--- src/rtl/pairchk_pkg.sv ---
package pairchk_pkg;
  typedef enum logic [1:0] {
    CLS_ANY   = 2'd0,
    CLS_PRI   = 2'd1,
    CLS_SEC   = 2'd2,
    CLS_NEVER = 2'd3
  } pclass_e;

  typedef enum logic [2:0] {
    KD_OTHER = 3'd0,
    KD_PUSH  = 3'd1,
    KD_POP   = 3'd2,
    KD_CALL  = 3'd3,
    KD_CMP   = 3'd4,
    KD_ADD   = 3'd5,
    KD_JCC   = 3'd6,
    KD_JNZ   = 3'd7
  } kind_e;

  typedef enum logic [2:0] {
    RSN_OK     = 3'd0,
    RSN_CLASS  = 3'd1,
    RSN_FLOW   = 3'd2,
    RSN_OUTPUT = 3'd3,
    RSN_CACHE  = 3'd4,
    RSN_NEVER  = 3'd5
  } reason_e;
endpackage

--- src/rtl/pairchk_norm.sv ---
module pairchk_norm
  import pairchk_pkg::*;
#(
  parameter int NREG     = 16,
  parameter int FLAG_IDX = 8,
  parameter int SP_IDX   = 9
) (
  input  logic [2*NREG+10:0] desc,
  output pclass_e            cls_eff,
  output logic               never,
  output logic [NREG-1:0]    rd_eff,
  output logic [NREG-1:0]    wr_eff,
  output kind_e              kind,
  output logic               one_byte,
  output logic               cached
);
  localparam int O_RD   = 2;
  localparam int O_WR   = O_RD + NREG;
  localparam int O_FW   = O_WR + NREG;
  localparam int O_SPR  = O_FW + 1;
  localparam int O_SPW  = O_FW + 2;
  localparam int O_KIND = O_FW + 3;
  localparam int O_PFX  = O_FW + 6;
  localparam int O_ONE  = O_FW + 7;
  localparam int O_CAC  = O_FW + 8;
  localparam logic [NREG-1:0] ONE_HOT = {{(NREG-1){1'b0}}, 1'b1};
  localparam logic [NREG-1:0] FLAG_BIT = ONE_HOT << FLAG_IDX;
  localparam logic [NREG-1:0] SP_BIT   = ONE_HOT << SP_IDX;

  pclass_e raw_cls;

  always_comb begin
    raw_cls = pclass_e'(desc[1:0]);
    never   = (raw_cls == CLS_NEVER);
    // a prefix forces primary-pipe-only unless the instruction never pairs
    if (desc[O_PFX] && !never) cls_eff = CLS_PRI;
    else                       cls_eff = raw_cls;
    rd_eff = desc[O_RD +: NREG] | (desc[O_SPR] ? SP_BIT : '0);
    wr_eff = desc[O_WR +: NREG] | (desc[O_FW] ? FLAG_BIT : '0)
           | (desc[O_SPW] ? SP_BIT : '0);
    kind     = kind_e'(desc[O_KIND +: 3]);
    one_byte = desc[O_ONE];
    cached   = desc[O_CAC];
  end
endmodule

--- src/rtl/pairchk_special.sv ---
module pairchk_special
  import pairchk_pkg::*;
(
  input  kind_e older,
  input  kind_e younger,
  output logic  bypass
);
  always_comb begin
    unique case (older)
      KD_PUSH: bypass = (younger == KD_PUSH) || (younger == KD_CALL);
      KD_POP:  bypass = (younger == KD_POP);
      KD_CMP:  bypass = (younger == KD_JCC) || (younger == KD_JNZ);
      KD_ADD:  bypass = (younger == KD_JNZ);
      default: bypass = 1'b0;
    endcase
  end
endmodule

--- src/rtl/pairchk_decide.sv ---
module pairchk_decide
  import pairchk_pkg::*;
#(
  parameter int NREG     = 16,
  parameter int FLAG_IDX = 8
) (
  input  pclass_e         cls_o,
  input  pclass_e         cls_y,
  input  logic            never_o,
  input  logic            never_y,
  input  logic [NREG-1:0] wr_o,
  input  logic [NREG-1:0] rd_y,
  input  logic [NREG-1:0] wr_y,
  input  logic            one_byte_o,
  input  logic            cached_o,
  input  logic            cached_y,
  input  logic            bypass,
  output reason_e         reason
);
  localparam logic [NREG-1:0] FLAG_BIT = {{(NREG-1){1'b0}}, 1'b1} << FLAG_IDX;

  logic pri_ok, sec_ok, cache_bad, flow_hit, out_hit;

  always_comb begin
    pri_ok    = (cls_o == CLS_ANY) || (cls_o == CLS_PRI);
    sec_ok    = (cls_y == CLS_ANY) || (cls_y == CLS_SEC);
    cache_bad = !(cached_o && cached_y) && !one_byte_o;
    flow_hit  = |(rd_y & wr_o);
    out_hit   = |(wr_o & wr_y & ~FLAG_BIT);
    if (never_o || never_y)         reason = RSN_NEVER;
    else if (!pri_ok || !sec_ok)    reason = RSN_CLASS;
    else if (cache_bad)             reason = RSN_CACHE;
    else if (!bypass && flow_hit)   reason = RSN_FLOW;
    else if (!bypass && out_hit)    reason = RSN_OUTPUT;
    else                            reason = RSN_OK;
  end
endmodule

--- src/rtl/pairchk_top.sv ---
module pairchk_top
  import pairchk_pkg::*;
#(
  parameter int NREG     = 16,
  parameter int FLAG_IDX = 8,
  parameter int SP_IDX   = 9
) (
  input  logic              clk,
  input  logic              rst,
  input  logic [2*NREG+10:0] first_desc,
  input  logic [2*NREG+10:0] second_desc,
  output logic              pair_issue,
  output logic [2:0]        pair_reason
);
  localparam int DW    = 2*NREG + 11;
  localparam int O_WR  = 2 + NREG;
  localparam int O_KND = 2 + 2*NREG + 3;
  localparam int O_PFX = 2 + 2*NREG + 6;
  localparam int O_ONE = 2 + 2*NREG + 7;
  localparam int O_CAC = 2 + 2*NREG + 8;
  localparam logic [NREG-1:0] GEN_MASK = ({{(NREG-1){1'b0}}, 1'b1} << FLAG_IDX) - 1'b1;

  logic [DW-1:0]   slot_desc [2];
  pclass_e         slot_cls  [2];
  logic            slot_nev  [2];
  logic [NREG-1:0] slot_rd   [2];
  logic [NREG-1:0] slot_wr   [2];
  kind_e           slot_kind [2];
  logic            slot_one  [2];
  logic            slot_cac  [2];
  logic            bypass;
  reason_e         reason;

  assign slot_desc[0] = first_desc;
  assign slot_desc[1] = second_desc;

  for (genvar s = 0; s < 2; s++) begin : g_slot
    pairchk_norm #(.NREG(NREG), .FLAG_IDX(FLAG_IDX), .SP_IDX(SP_IDX)) u_norm (
      .desc     (slot_desc[s]),
      .cls_eff  (slot_cls[s]),
      .never    (slot_nev[s]),
      .rd_eff   (slot_rd[s]),
      .wr_eff   (slot_wr[s]),
      .kind     (slot_kind[s]),
      .one_byte (slot_one[s]),
      .cached   (slot_cac[s])
    );
  end

  pairchk_special u_special (
    .older   (slot_kind[0]),
    .younger (slot_kind[1]),
    .bypass  (bypass)
  );

  pairchk_decide #(.NREG(NREG), .FLAG_IDX(FLAG_IDX)) u_decide (
    .cls_o      (slot_cls[0]),
    .cls_y      (slot_cls[1]),
    .never_o    (slot_nev[0]),
    .never_y    (slot_nev[1]),
    .wr_o       (slot_wr[0]),
    .rd_y       (slot_rd[1]),
    .wr_y       (slot_wr[1]),
    .one_byte_o (slot_one[0]),
    .cached_o   (slot_cac[0]),
    .cached_y   (slot_cac[1]),
    .bypass     (bypass),
    .reason     (reason)
  );

  always_ff @(posedge clk) begin
    if (rst) begin
      pair_issue  <= 1'b0;
      pair_reason <= RSN_NEVER;
    end else begin
      pair_issue  <= (reason == RSN_OK);
      pair_reason <= reason;
    end
  end


  never_wins_chk: assert property (@(posedge clk) disable iff (rst)
    (first_desc[1:0] == 2'd3 || second_desc[1:0] == 2'd3)
      |=> (!pair_issue && pair_reason == 3'd5));


  pri_only_second_chk: assert property (@(posedge clk) disable iff (rst)
    (second_desc[1:0] == 2'd1) |=> !pair_issue);


  prefix_second_chk: assert property (@(posedge clk) disable iff (rst)
    second_desc[O_PFX] |=> !pair_issue);


  cache_miss_chk: assert property (@(posedge clk) disable iff (rst)
    (!first_desc[O_CAC] && !first_desc[O_ONE]) |=> !pair_issue);


  gen_output_dep_chk: assert property (@(posedge clk) disable iff (rst)
    (first_desc[O_KND +: 3] == 3'd0
     && |(first_desc[O_WR +: NREG] & second_desc[O_WR +: NREG] & GEN_MASK))
      |=> !pair_issue);


  issue_reason_chk: assert property (@(posedge clk) disable iff (rst)
    pair_issue |-> pair_reason == 3'd0);
endmodule

--- config.mk ---
export PLATFORM = sky130hd
export DESIGN_NAME = pairchk_top
export DESIGN_NICKNAME = d
export VERILOG_FILES = /design/src/rtl/pairchk_pkg.sv /design/src/rtl/pairchk_norm.sv /design/src/rtl/pairchk_special.sv /design/src/rtl/pairchk_decide.sv /design/src/rtl/pairchk_top.sv
export SDC_FILE = /design/constraint.sdc
export NUM_CORES = 1
export LEC_CHECK = 0
export ABC_CLOCK_PERIOD_IN_PS = 1600
export CAP_MARGIN = 20
export CORE_AREA = 2 2 39 41
export CTS_CLUSTER_SIZE = 14
export DETAILED_ROUTE_END_ITERATION = 12
export DIE_AREA = 0 0 41 43
export DONT_BUFFER_PORTS = 1
export PLACE_DENSITY = 0.42
export REMOVE_ABC_BUFFERS = 1
export SLEW_MARGIN = 20
export SYNTH_ARGS = -nofsm -noshare
export SYNTH_HDL_FRONTEND = slang
export SYNTH_SLANG_ARGS = --single-unit
--- constraint.sdc ---
create_clock -name clk -period 1.6 [get_ports clk]
set_input_delay 0.48 -clock clk [delete_from_list [all_inputs] [get_ports clk]]
set_output_delay 0.48 -clock clk [all_outputs]
set_load 0.02 [all_outputs]
* Word level (Yosys, flattened, before mapping)
Cells that the tools add are included.
W data, S select, Z words.
** Word-level totals
- Flip-flop bits (word level) :: 4
- Input bits :: 88
- Output and inout port bits :: 4
- Logic and storage cells :: 59
** Operators by class
- Equality and inequality tests :: 13
- Multiplexer cells :: 13
- Bitwise logic cells :: 7
- Reduce and logical (&&, ||, !) cells :: 24
** Operator list (count)
- $or A16 B16 Y16 :: 5
- $and A16 B16 Y16 :: 2
- $mux W10 :: 3
- $mux W9 :: 2
- $reduce_or A16 Y1 :: 1
- $reduce_or A15 Y1 :: 1
- $eq A3 B3 Y1 const B :: 4
- $mux W3 :: 4
- $eq A3 B2 Y1 const B :: 3
- $logic_not A1 Y1 :: 7
- $eq A2 B2 Y1 const B :: 3
- $eq A3 B1 Y1 const B :: 2
- $logic_and A1 B1 Y1 :: 6
- $logic_or A1 B1 Y1 :: 6
- $mux W2 :: 3
- $logic_not A2 Y1 :: 2
- $pmux W1 S4 :: 1
- $logic_not A3 Y1 :: 1
- $eq A2 B1 Y1 const B :: 1

* Logic depth before layout (Yosys ltp)
Gate-level depths: netlist (run 1).
- Depth in word-level cells :: 12
- Depth in mapped cells :: 5
- Depth with buffers taken out :: 5

* Hierarchy
From an unflattened synthesis (run 1), not the netlist that was laid out.
** Second synthesis, totals
- Cells, all modules :: 124
- Area total of the unflattened synthesis :: 974.7 um2
** Modules (own cells, without submodules)
- pairchk_norm :: instances 2, cells each 41, area an instance 299.0 um2, seq. area each 0.0 um2
- pairchk_decide :: instances 1, cells each 27, area an instance 222.7 um2, seq. area each 0.0 um2
- pairchk_top :: instances 1, cells each 8, area an instance 111.4 um2, seq. area each 80.1 um2
- pairchk_special :: instances 1, cells each 7, area an instance 42.5 um2, seq. area each 0.0 um2

* Worst setup path after synthesis (run 1)
Ideal clock, no wire load.
- Path type :: in2reg
- From :: input first_desc[24]
- To :: register pair_issue
- Setup time :: 0.058 ns
- Arrival time :: 1.315 ns
- Data required time :: 1.542 ns
- Path slack :: 0.227 ns
- Stages on the path :: 5
- Buffers on the path :: 0
- Cell sequence :: a22o_1 > a221oi_2 > and3_1 > and3_1 > o211a_1
** On the way
- Cells in the longest elaborated chain, start to end :: 11
- Elaborated cells on any way between the ends :: 14
- Classes of those cells :: 5 x mux; 4 x bitwise; 5 x reduce/logical
** RTL lines
- start, declared :: RTL line pairchk_top.sv:10 : input logic [2*NREG+10:0] first_desc,
- $or A16 B16 Y16 * :: RTL line pairchk_norm.sv:39 : wr_eff = desc[O_WR +: NREG] | (desc[O_FW] ? FLAG_BIT : '0)
- $or A16 B16 Y16 * :: RTL line pairchk_norm.sv:40 : | (desc[O_SPW] ? SP_BIT : '0);
- $and A16 B16 Y16 :: RTL line pairchk_decide.sv:29 : out_hit = |(wr_o & wr_y & ~FLAG_BIT);
- $reduce_or A15 Y1 :: RTL line pairchk_decide.sv:29
- $logic_and A1 B1 Y1 :: RTL line pairchk_decide.sv:34 : else if (!bypass && out_hit) reason = RSN_OUTPUT;
- $mux W2 :: RTL line pairchk_decide.sv:34
- $mux W3 * :: RTL line pairchk_decide.sv:33 : else if (!bypass && flow_hit) reason = RSN_FLOW;
- $mux W3 * :: RTL line pairchk_decide.sv:32 : else if (cache_bad) reason = RSN_CACHE;
- $mux W3 * :: RTL line pairchk_decide.sv:31 : else if (!pri_ok || !sec_ok) reason = RSN_CLASS;
- $mux W3 * :: RTL line pairchk_decide.sv:30 : if (never_o || never_y) reason = RSN_NEVER;
- $logic_not A3 Y1 * :: RTL line pairchk_top.sv:76 : pair_issue <= (reason == RSN_OK);
- end signal, assigned :: RTL line pairchk_top.sv:76
- end, declared :: RTL line pairchk_top.sv:12 : output logic pair_issue,
Every way passes the cells marked *; elsewhere a longest branch is shown, timed or not.
A chain may end at the register's enable or synchronous reset.

* Worst setup path after layout (run 1)
- From :: input first_desc[24]
- To :: register pair_reason[0]
** On the way
- Cells in the longest elaborated chain, start to end :: 10
- Elaborated cells on any way between the ends :: 13
- Classes of those cells :: 5 x mux; 4 x bitwise; 4 x reduce/logical
** RTL lines
- $or A16 B16 Y16 * :: RTL line pairchk_norm.sv:39
- $or A16 B16 Y16 * :: RTL line pairchk_norm.sv:40
- $and A16 B16 Y16 :: RTL line pairchk_decide.sv:29
- $reduce_or A15 Y1 :: RTL line pairchk_decide.sv:29
- $logic_and A1 B1 Y1 :: RTL line pairchk_decide.sv:34
- $mux W2 :: RTL line pairchk_decide.sv:34
- $mux W3 * :: RTL line pairchk_decide.sv:33
- $mux W3 * :: RTL line pairchk_decide.sv:32
- $mux W3 * :: RTL line pairchk_decide.sv:31
- $mux W3 * :: RTL line pairchk_decide.sv:30
- end signal, assigned :: RTL line pairchk_top.sv:77 : pair_reason <= reason;
- end, declared :: RTL line pairchk_top.sv:13 : output logic [2:0] pair_reason
Marked as above.

==> metrics.yaml, run 1 <==
pwr:
  irDropWorstVdd_mv: 0.1214
  powerDensity_nw_per_um2: 662.2
  leakage_nw: 0.1717
die:
  die_w_um: 41
  core_um2: 1384
  fp-row-count: 14
  die_height_um: 43
  io_pins: 92
  die-area_um2: 1763
  initial_core_util_pct: 28.48
final_layout:
  multi_input_area_um2: 310.3
  diodes: 0
  area_growth_pct: 10.79
  final_common_cell: "a22oi_1"
  regArea_um2: 80.08
  layout.nets: 140
  most-common-layout-cells: "8 x a22oi_1, 4 x nand2_1, 4 x dfxtp_1"
  num-fill-cells: 145
  drive_gt1_share_pct: 14.00
  layout.cells.non_filler: 66
cts:
  tritoncts: "yes"
  cts_buffer_depth: 2
  cts-resized-gates: 0
  clock_tree.root_cell: "clkbuf_4"
  cts_hold_buf: 0
  postCtsSetupBuffers: 0
  htreeDepth: 1
  clk_pin_slew_ns: 0.04
  cts_made_buffers: 3
  clock-sinks: 4
place:
  io_buffers: 0
  preCtsSetupSlack_ns: 0.1201
  globalplace.congestion: 0.6592
  place_hpwl_mm: 1.107
  dpl.cell_count: 63
sta:
  fin_ws_ns: 0.3852
  finalSetupViolCount: 0
  drv_slew: 0
  max_slew_margin_pct: 80.98
  fmax_mhz: 823.2
  post-route-period-util_pct: 75.93
  fin_crit_ns: 1.215
  rsz0062_at_grt: "false"
  hold_viol: 0
  tns_ns: 0
  worstMarginPinSlew_ns: 0.2841
logic_synthesis:
  synthCells: 47
  ys_seq_elements: 4
  synth-xor-area-share_pct: 0
  yosys-mux-area-fraction_pct: 0
  synth-seq-area-share_pct: 20.32
  synthSimpleGateAreaFrac_pct: 25.40
  ys_types: 24
  synth_top_family_by_area: "compound AO/OA/AOI/OAI gates"
  yosys_warnings: 0
  synth-adder-area-share_pct: 0
  synth_compound_area_share_pct: 53.33
  synthesis.area_um2: 394.1
  syn_avg_cell_area_um2: 8.386
setup_path:
  cp.required_ns: 1.74
  crit_chain: "a22o_1, a221oi_2, and3_1, nand2_1, o31ai_1"
  critPathKind: "input port to flip-flop"
  worst_setup_path_start_kind: "input port"
  slowest_delay_ns: 0.24
  slowest_stage: "o31ai_1"
  worst_setup_path_end_kind: "flip-flop"
  worstPathMaxFanout: 2
  cp_data_arrival_time_ns: 1.35
  startpoint: "first_desc[24]"
global_routing:
  grt_max_degree: 4
  antenna_found_initial: 0
  grt_pass1_wl_mm: 1.745
  grt_usage_pct: 14.30
  grt_pass1_vias: 503
  gr-total-overflow: 0
min_path:
  min-delay-path-class: "input port to flip-flop"
  min_from: "rst"
  holdPathStages: 1
  min_to: "pair_reason[1]"
job:
  maxCapViolations: 0
route:
  first_pass_iters: 4
  drt-initial-drc-count: 6
  ant_nets: 0
  vias_per_cell: 6.894
  drt-wirelength-per-cell_um: 18.08
  wirelength_mm: 1.193
  vias: 455
  drc: 0
status:
  outcome: "finished, final reports clean"
[worst max path at each step]
stage | slack (ns) | end | cells past startpoint
2_1_floorplan | 0.23 | pair_issue | 5
3_3_place_gp | 0.15 | pair_issue | 5
3_5_place_dp | 0.12 | pair_reason[0] | 5
4_1_cts | 0.36 | pair_reason[0] | 5
5_1_grt | 0.26 | pair_reason[0] | 5
6_report | 0.39 | pair_reason[0] | 5
[per-stage QoR]
stage / area (µm²) / hold slack [ns] / total power, mW / util [%]
6_report: 436.7 / 0.3246 / 0.2892 / 31.56
5_1_grt: 436.7 / 0.3210 / 0.3056 / 31.56
4_1_cts: 436.7 / 0.3175 / 0.2950 / 31.56
3_5_place_dp: 414.1 / 0.5654 / 0.1687 / 29.93
3_3_place_gp: 414.1 / 0.5635 / 0.1662 / 29.93
2_1_floorplan: 394.1 / 0.5585 / 0.1607 / -
[cell usage after synthesis]
cell	instances	area, µm²
inv_1	1	3.750
dfxtp_1	4	80.08
nor3_1	1	5.000
a22o_1	3	26.28
a31oi_1	1	6.260
nor4_1	1	6.260
a22oi_1	8	60.06
a221oi_1	1	8.760
nand4_1	1	6.260
nand2_1	4	15.01
nand2b_1	1	6.260
nor2_1	3	11.26
a211o_1	1	8.760
a21o_1	1	7.510
o211ai_1	1	7.510
nor3_4	1	16.27
o21ai_0	2	10.01
nor2b_1	1	6.260
nand4b_1	1	8.760
o31ai_1	1	7.510
o211a_1	1	10.01
a221oi_2	3	45.04
o22ai_1	2	12.51
and3_1	3	18.77
[report_power, final]
| part | total [mW] | leakage (nW) | switching (mW) | internal, mW |
|---|---|---|---|---|
| logic | 0.0559 | 0.125 | 0.0238 | 0.0321 |
| clock network | 0.123 | 0.0138 | 0.0394 | 0.0838 |
| registers | 0.110 | 0.0328 | 0.00595 | 0.104 |
[sequential cells by signal, summed over array words and instances (netlist names)]
register	cells
pair_reason	3
pair_issue	1
[final cells by class]
| class | instances | area share [%] |
|---|---|---|
| clock buffer | 3 | 5.158 |
| inverter | 1 | 0.8596 |
| multi-input combinational | 42 | 71.06 |
| sequential | 4 | 18.34 |
| tap | 16 | 4.585 |
[kinds of logic (layout without fill, tap and decap cells)]
| logic type | count (synthesis) | count (layout) |
|---|---|---|
| compound gates | 25 | 25 |
| buf+inv | 1 | 4 |
| flops | 4 | 4 |
| simple gates | 17 | 17 |
[routing by layer]
layer | GRT usage, % | wire, µm
met5 | 0 | 0
met4 | 8.000 | 10
met3 | 1.571 | 176
met2 | 27.81 | 655
met1 | 12.38 | 351
[worst max-delay path, delay by kind of cell]
kind | cells | cell delay, ns
AND/OR/NAND/NOR | 2 | 0.24
AO/OA/AOI/OAI | 3 | 0.63
No activity file was read; power rests on OpenSTA's default activity.
==> run 2, diff against run 1 <==
ABC_CLOCK_PERIOD_IN_PS = 1140   (was 1600)
clock period = 1.14 ns   (was 1.6 ns; I/O delays follow)
==> run 2 against run 1 <==
Sequential power up 40%; sequential share of layout area down 0.85 points; combinational power up 46%; core utilization up 1.5 points; clock power up 42%; largest cell class unchanged; highest routed layer unchanged.
==> metrics.yaml, run 2 (synthesized netlist as in run 1, its figures left out) <==
status:
  outcome: "finished, final reports clean"
final_layout:
  num-fill-cells: 145  # unchanged
  largest_register_ffs: 3  # unchanged
  top_register: "pair_reason"
  layout.cells.non_filler: 67  # +1.5%
  top_regs: "pair_reason x3, pair_issue x1"
  design_area_um2: 457.9  # +4.9%
  drive_gt1_share_pct: 19.61  # +5.6 points
  area_growth_pct: 16.19
  final_common_cell: "a22oi_1"
  diodes: 0  # unchanged
  most-common-layout-cells: "8 x a22oi_1, 4 x nand2_1, 4 x dfxtp_1"
  layout.nets: 141  # +0.71%
  finish.utilization_pct: 33.09  # +1.5 points
sta:
  fin_crit_ns: 1.062
  drv_slew: 0  # unchanged
  hold_viol: 0  # unchanged
  rsz0062_at_grt: "true"
  worstMarginPinSlew_ns: 0.2803  # -0.003813 ns
  post-route-period-util_pct: 93.13
  max_slew_margin_pct: 81.23  # +0.26 points
  finalSetupViolCount: 0  # unchanged
  fmax_mhz: 941.9
die:
  die-area_um2: 1763  # unchanged
  die_w_um: 41  # unchanged
  fp-row-count: 14  # unchanged
  io_pins: 92  # unchanged
  initial_core_util_pct: 28.48  # unchanged
  core_um2: 1384  # unchanged
  die_height_um: 43  # unchanged
route:
  wirelength_mm: 1.179  # -1.2%
  vias_per_cell: 6.821  # -1.1%
  drt-initial-drc-count: 3  # -3
  drc: 0  # unchanged
  first_pass_iters: 4  # unchanged
  drt-wirelength-per-cell_um: 17.60  # -2.6%
  vias: 457  # +0.44%
  ant_nets: 0  # unchanged
min_path:
  min-delay-path-class: "input port to flip-flop"
  min_from: "rst"
  holdPathStages: 1  # unchanged
  min_to: "pair_reason[1]"
cts:
  tritoncts: "yes"
  clock_tree.root_cell: "clkbuf_4"
  cts_buffer_depth: 2  # unchanged
  clk_pin_slew_ns: 0.04  # about the same
  clock-sinks: 4  # unchanged
  htreeDepth: 1  # unchanged
  postCtsSetupBuffers: 0  # unchanged
  cts_made_buffers: 3  # unchanged
setup_path:
  cp_num_buf_inv: 0  # unchanged
  critPathKind: "input port to flip-flop"
  cp_data_arrival_time_ns: 1.21  # -0.14 ns
  slowest_stage: "a22o_4"
  crit_family: "compound AO/OA/AOI/OAI gates"
  worstPathMaxFanout: 2  # unchanged
  worst_setup_path_end_kind: "flip-flop"
  crit_chain: "a22o_4, a221oi_2, and3_1, nand2_1, o31ai_1"
  worst_setup_path_start_kind: "input port"
  cp.required_ns: 1.28  # -0.46 ns
  slowest_delay_ns: 0.23  # about the same
job:
  maxCapViolations: 0  # unchanged
place:
  globalplace.congestion: 0.6592  # unchanged
  dpl.cell_count: 64  # +1.6%
  placed_area_um2: 421.7  # +1.8%
  io_buffers: 0  # unchanged
  place_hpwl_mm: 1.083  # -2.1%
pwr:
  irDropWorstVdd_mv: 0.1940  # +60%
  powerDensity_nw_per_um2: 898.3  # +36%
  leakage_nw: 0.1786  # +4.0%
  p_total_uw: 411.3  # +42%
global_routing:
  grt_max_degree: 4  # unchanged
  antenna_found_initial: 0  # unchanged
  grt_pass1_vias: 487  # -3.2%
  gr-total-overflow: 0  # unchanged
  grt_pass1_wl_mm: 1.669  # -4.4%
  grt_usage_pct: 13.60  # -0.70 points
## run 2: worst max path at each step
stage                     slack, ns  cells after the start        endpoint      startpoint
final                          0.08                      5  pair_reason[0]  first_desc[24]
after global routing         -0.004                      5  pair_reason[0]  first_desc[18]
after CTS                      0.06                      5  pair_reason[0]  first_desc[24]
after detailed placement      -0.18                      5  pair_reason[0]  first_desc[21]
after global placement        -0.17                      5      pair_issue  first_desc[24]
after floorplan               -0.09                      5      pair_issue  first_desc[24]
## run 2: final cells by class
type	count	area, µm²	area share [%]
multi-input cells	42	324.1	70.77
inverters	1	3.754	0.8197
clock buffers	3	22.52	4.918
flip-flops and latches	4	80.08	17.49
well taps	16	20.02	4.372
repair buffers	1	7.507	1.639
## run 2: report_power, final
group	internal (mW)	switching (mW)
Combinational	0.0482	0.0336
Sequential	0.146	0.00830
Clock	0.118	0.0574
Total	0.312	0.0992
## run 2: timing repair
item | CTS | global route
hold buffers | 0 | 0
resized for setup | 0 | 2
setup endpoints to repair | 0 | 2
## run 2: routing by layer
layer	GRT usage, %	wire (µm)
met5	0	0
met4	6.000	22
met3	1.571	153
met2	29.06	661
met1	9.841	342
## run 2: through the flow
| step | hold slack (ns) | worst slack (ns) | TNS [ns] |
|---|---|---|---|
| after floorplan | 0.4205 | -0.09481 | -0.2300 |
| after global placement | 0.4255 | -0.1675 | -0.4621 |
| after CTS | 0.1763 | 0.05606 | 0 |
| final | 0.1795 | 0.07832 | 0 |
| after detailed placement | 0.4251 | -0.1833 | -0.4940 |
| after global routing | 0.1813 | -0.004411 | -0.004411 |
==> run 3, diff against run 2 <==
--- a/config.mk
+++ b/config.mk
@@ -8,10 +8,12 @@
 export ABC_CLOCK_PERIOD_IN_PS = 1140
 export CAP_MARGIN = 20
-export CORE_AREA = 2 2 39 41
+export CELL_PAD_IN_SITES_DETAIL_PLACEMENT = 1
+export CELL_PAD_IN_SITES_GLOBAL_PLACEMENT = 2
+export CORE_MARGIN = 1.5
+export CORE_UTILIZATION = 20
 export CTS_CLUSTER_SIZE = 14
 export DETAILED_ROUTE_END_ITERATION = 12
-export DIE_AREA = 0 0 41 43
 export DONT_BUFFER_PORTS = 1
-export PLACE_DENSITY = 0.42
+export PLACE_DENSITY = 0.7
 export REMOVE_ABC_BUFFERS = 1
 export SLEW_MARGIN = 20
==> constraint.sdc (replaced) <==
create_clock -name clk -period 1.14 [get_ports clk]
set_input_delay 0.114 -clock clk [delete_from_list [all_inputs] [get_ports clk]]
set_output_delay 0.114 -clock clk [all_outputs]
set_load 0.02 [all_outputs]
==> run 3 against run 2 <==
Hold slack lost 0.16 ns; routed wire length grew 1.4%; critical path type unchanged; power shrank 0.69%; non-clock buffer count is the same; clock power is essentially flat; largest power group unchanged; sequential cell count is the same; final cell count grew 13%; global-route usage shrank 5.3 points; maximum frequency grew 19%; worst setup slack gained 0.17 ns.
==> metrics.yaml, run 3 (synthesized netlist as in run 1, its figures left out) <==
global_routing:
  grt_pass1_wl_mm: 1.262  # -24%
  grt_usage_pct: 8.275  # -5.3 points
  grt_pass1_vias: 375  # -23%
  gr-total-overflow: 0  # unchanged
  antenna_found_initial: 0  # unchanged
  grt_max_degree: 4  # unchanged
sta:
  finalSetupViolCount: 0  # unchanged
  hold_viol: 0  # unchanged
  fmax_mhz: 1117  # +19%
  max_slew_margin_pct: 81.76  # +0.52 points
  post-route-period-util_pct: 78.53  # -15 points
  drv_slew: 0  # unchanged
  worstMarginPinSlew_ns: 0.2725  # -0.007828 ns
  rsz0062_at_grt: "false"
  fin_crit_ns: 0.8952  # -0.1665 ns
die:
  core_um2: 1783  # +29%
  io_pins: 92  # unchanged
  die_height_um: 47.39  # +10%
  fp-row-count: 15  # +1
  die_w_um: 47.39  # +16%
  initial_core_util_pct: 22.11  # -6.4 points
  die-area_um2: 2246  # +27%
pwr:
  p_int_uw: 311.0  # -0.34%
  pwr-share-comb_pct: 20.1  # +0.2 points
  powerDensity_nw_per_um2: 892.1  # -0.69%
  p_seq_share_pct: 37.8  # +0.2 points
  switchingPower_uw: 97.47  # -1.8%
  leakage_nw: 0.1759  # -1.5%
  sw_frac_of_total_pct: 23.86  # -0.27 points
  irDropWorstVdd_mv: 0.3307  # +70%
  clockPowerShare_pct: 42.1  # -0.5 points
cts:
  clock-sinks: 4  # unchanged
  postCtsSetupBuffers: 0  # unchanged
  cts-resized-gates: 0  # unchanged
  cts_buffer_depth: 2  # unchanged
  htreeDepth: 1  # unchanged
  clk_pin_slew_ns: 0.04  # about the same
  tritoncts: "yes"
  cts_made_buffers: 3  # unchanged
  clock_tree.root_cell: "clkbuf_4"
  cts_hold_buf: 1  # +1
status:
  outcome: "finished, final reports clean"
route:
  ant_nets: 0  # unchanged
  drt-wirelength-per-cell_um: 15.72  # -11%
  drc: 0  # unchanged
  wirelength_mm: 1.195  # +1.4%
  vias: 447  # -2.2%
  vias_per_cell: 5.882  # -14%
  drt-initial-drc-count: 5  # +2
  first_pass_iters: 2  # -2
setup_path:
  worst_setup_path_start_kind: "input port"
  critPathKind: "input port to flip-flop"
  worst_setup_path_end_kind: "flip-flop"
  cp_data_arrival_time_ns: 1.00  # -0.21 ns
  worstPathMaxFanout: 2  # unchanged
  cp.required_ns: 1.24  # -0.04 ns
final_layout:
  area_growth_pct: 16.19  # unchanged
  final_common_cell: "a22oi_1"
  num-fill-cells: 223  # +54%
  layout.nets: 141  # unchanged
  diodes: 0  # unchanged
  drive_gt1_share_pct: 13.73  # -5.9 points
  layout.cells.non_filler: 76  # +13%
  most-common-layout-cells: "8 x a22oi_1, 4 x nand2_1, 4 x dfxtp_1"
  top_register: "pair_reason"
  largest_register_ffs: 3  # unchanged
  top_regs: "pair_reason x3, pair_issue x1"
  finish.utilization_pct: 25.68  # -7.4 points
job:
  maxCapViolations: 0  # unchanged
place:
  place_hpwl_mm: 1.095  # +1.1%
  dpl.cell_count: 72  # +13%
  globalplace.congestion: 0.6174  # -6.3%
  io_buffers: 0  # unchanged
min_path:
  min-delay-path-class: "input port to flip-flop"
## run 3: cell count changes in the layout (fill, tap and decap cells not counted)
cell           delta
a22o_1            +1
buf_4             -1
dlygate4sd3_1     +1
a22o_4            -1
and3_4            -1
and3_1            +1
## run 3: final cells by class
class / instances / area [µm²] / area share [%]
Clock buffer: 3 / 22.52 / 4.918
Multi-Input combinational cell: 42 / 310.3 / 67.76
Inverter: 1 / 3.754 / 0.8197
Timing Repair Buffer: 1 / 10.01 / 2.186
Tap cell: 25 / 31.28 / 6.831
Sequential cell: 4 / 80.08 / 17.49
## run 3: metal layers
| layer | part of all wire (%) | track usage, % | vias to the layer above |
|---|---|---|---|
| li1 | - | - | 211 |
| met1 | 33 | 8.804 | 199 |
| met2 | 56 | 15.14 | 37 |
| met3 | 10 | 0 | 0 |
| met4 | 0 | 6.667 | 0 |
| met5 | 0 | 0 | - |
## run 3: per-stage QoR
| stage | power, mW | worst slack (ns) | cell area [µm²] | hold slack [ns] | setup TNS, ns |
|---|---|---|---|---|---|
| 2_1_floorplan | 0.2255 | 0.1332 | 394.1 | 0.1925 | 0 |
| 3_3_place_gp | 0.2356 | 0.03743 | 425.4 | 0.2076 | 0 |
| 3_5_place_dp | 0.2373 | -0.01558 | 425.4 | 0.2022 | -0.01558 |
| 4_1_cts | 0.4230 | 0.2309 | 457.9 | 0.01583 | 0 |
| 5_1_grt | 0.4355 | 0.1389 | 457.9 | 0.02872 | 0 |
| 6_report | 0.4085 | 0.2448 | 457.9 | 0.01951 | 0 |
## run 3: worst max-delay path: stages
cell and delay [ns]:
dlygate4sd3_1 0.57, a221oi_1 0.20, o21ai_0 0.11
## run 3: final timing paths
check,start,end,depth (start not counted)
max,rst,pair_reason[2],3
min,rst,pair_reason[0],2
## run 3: power groups by stage
stage          Combinational, mW  Sequential, mW  Clock, mW
2_1_floorplan             0.0693           0.156          0
3_3_place_gp              0.0789           0.157          0
3_5_place_dp              0.0807           0.157          0
4_1_cts                   0.0843           0.154      0.184
5_1_grt                   0.0929           0.155      0.187
6_report                  0.0822           0.154      0.172
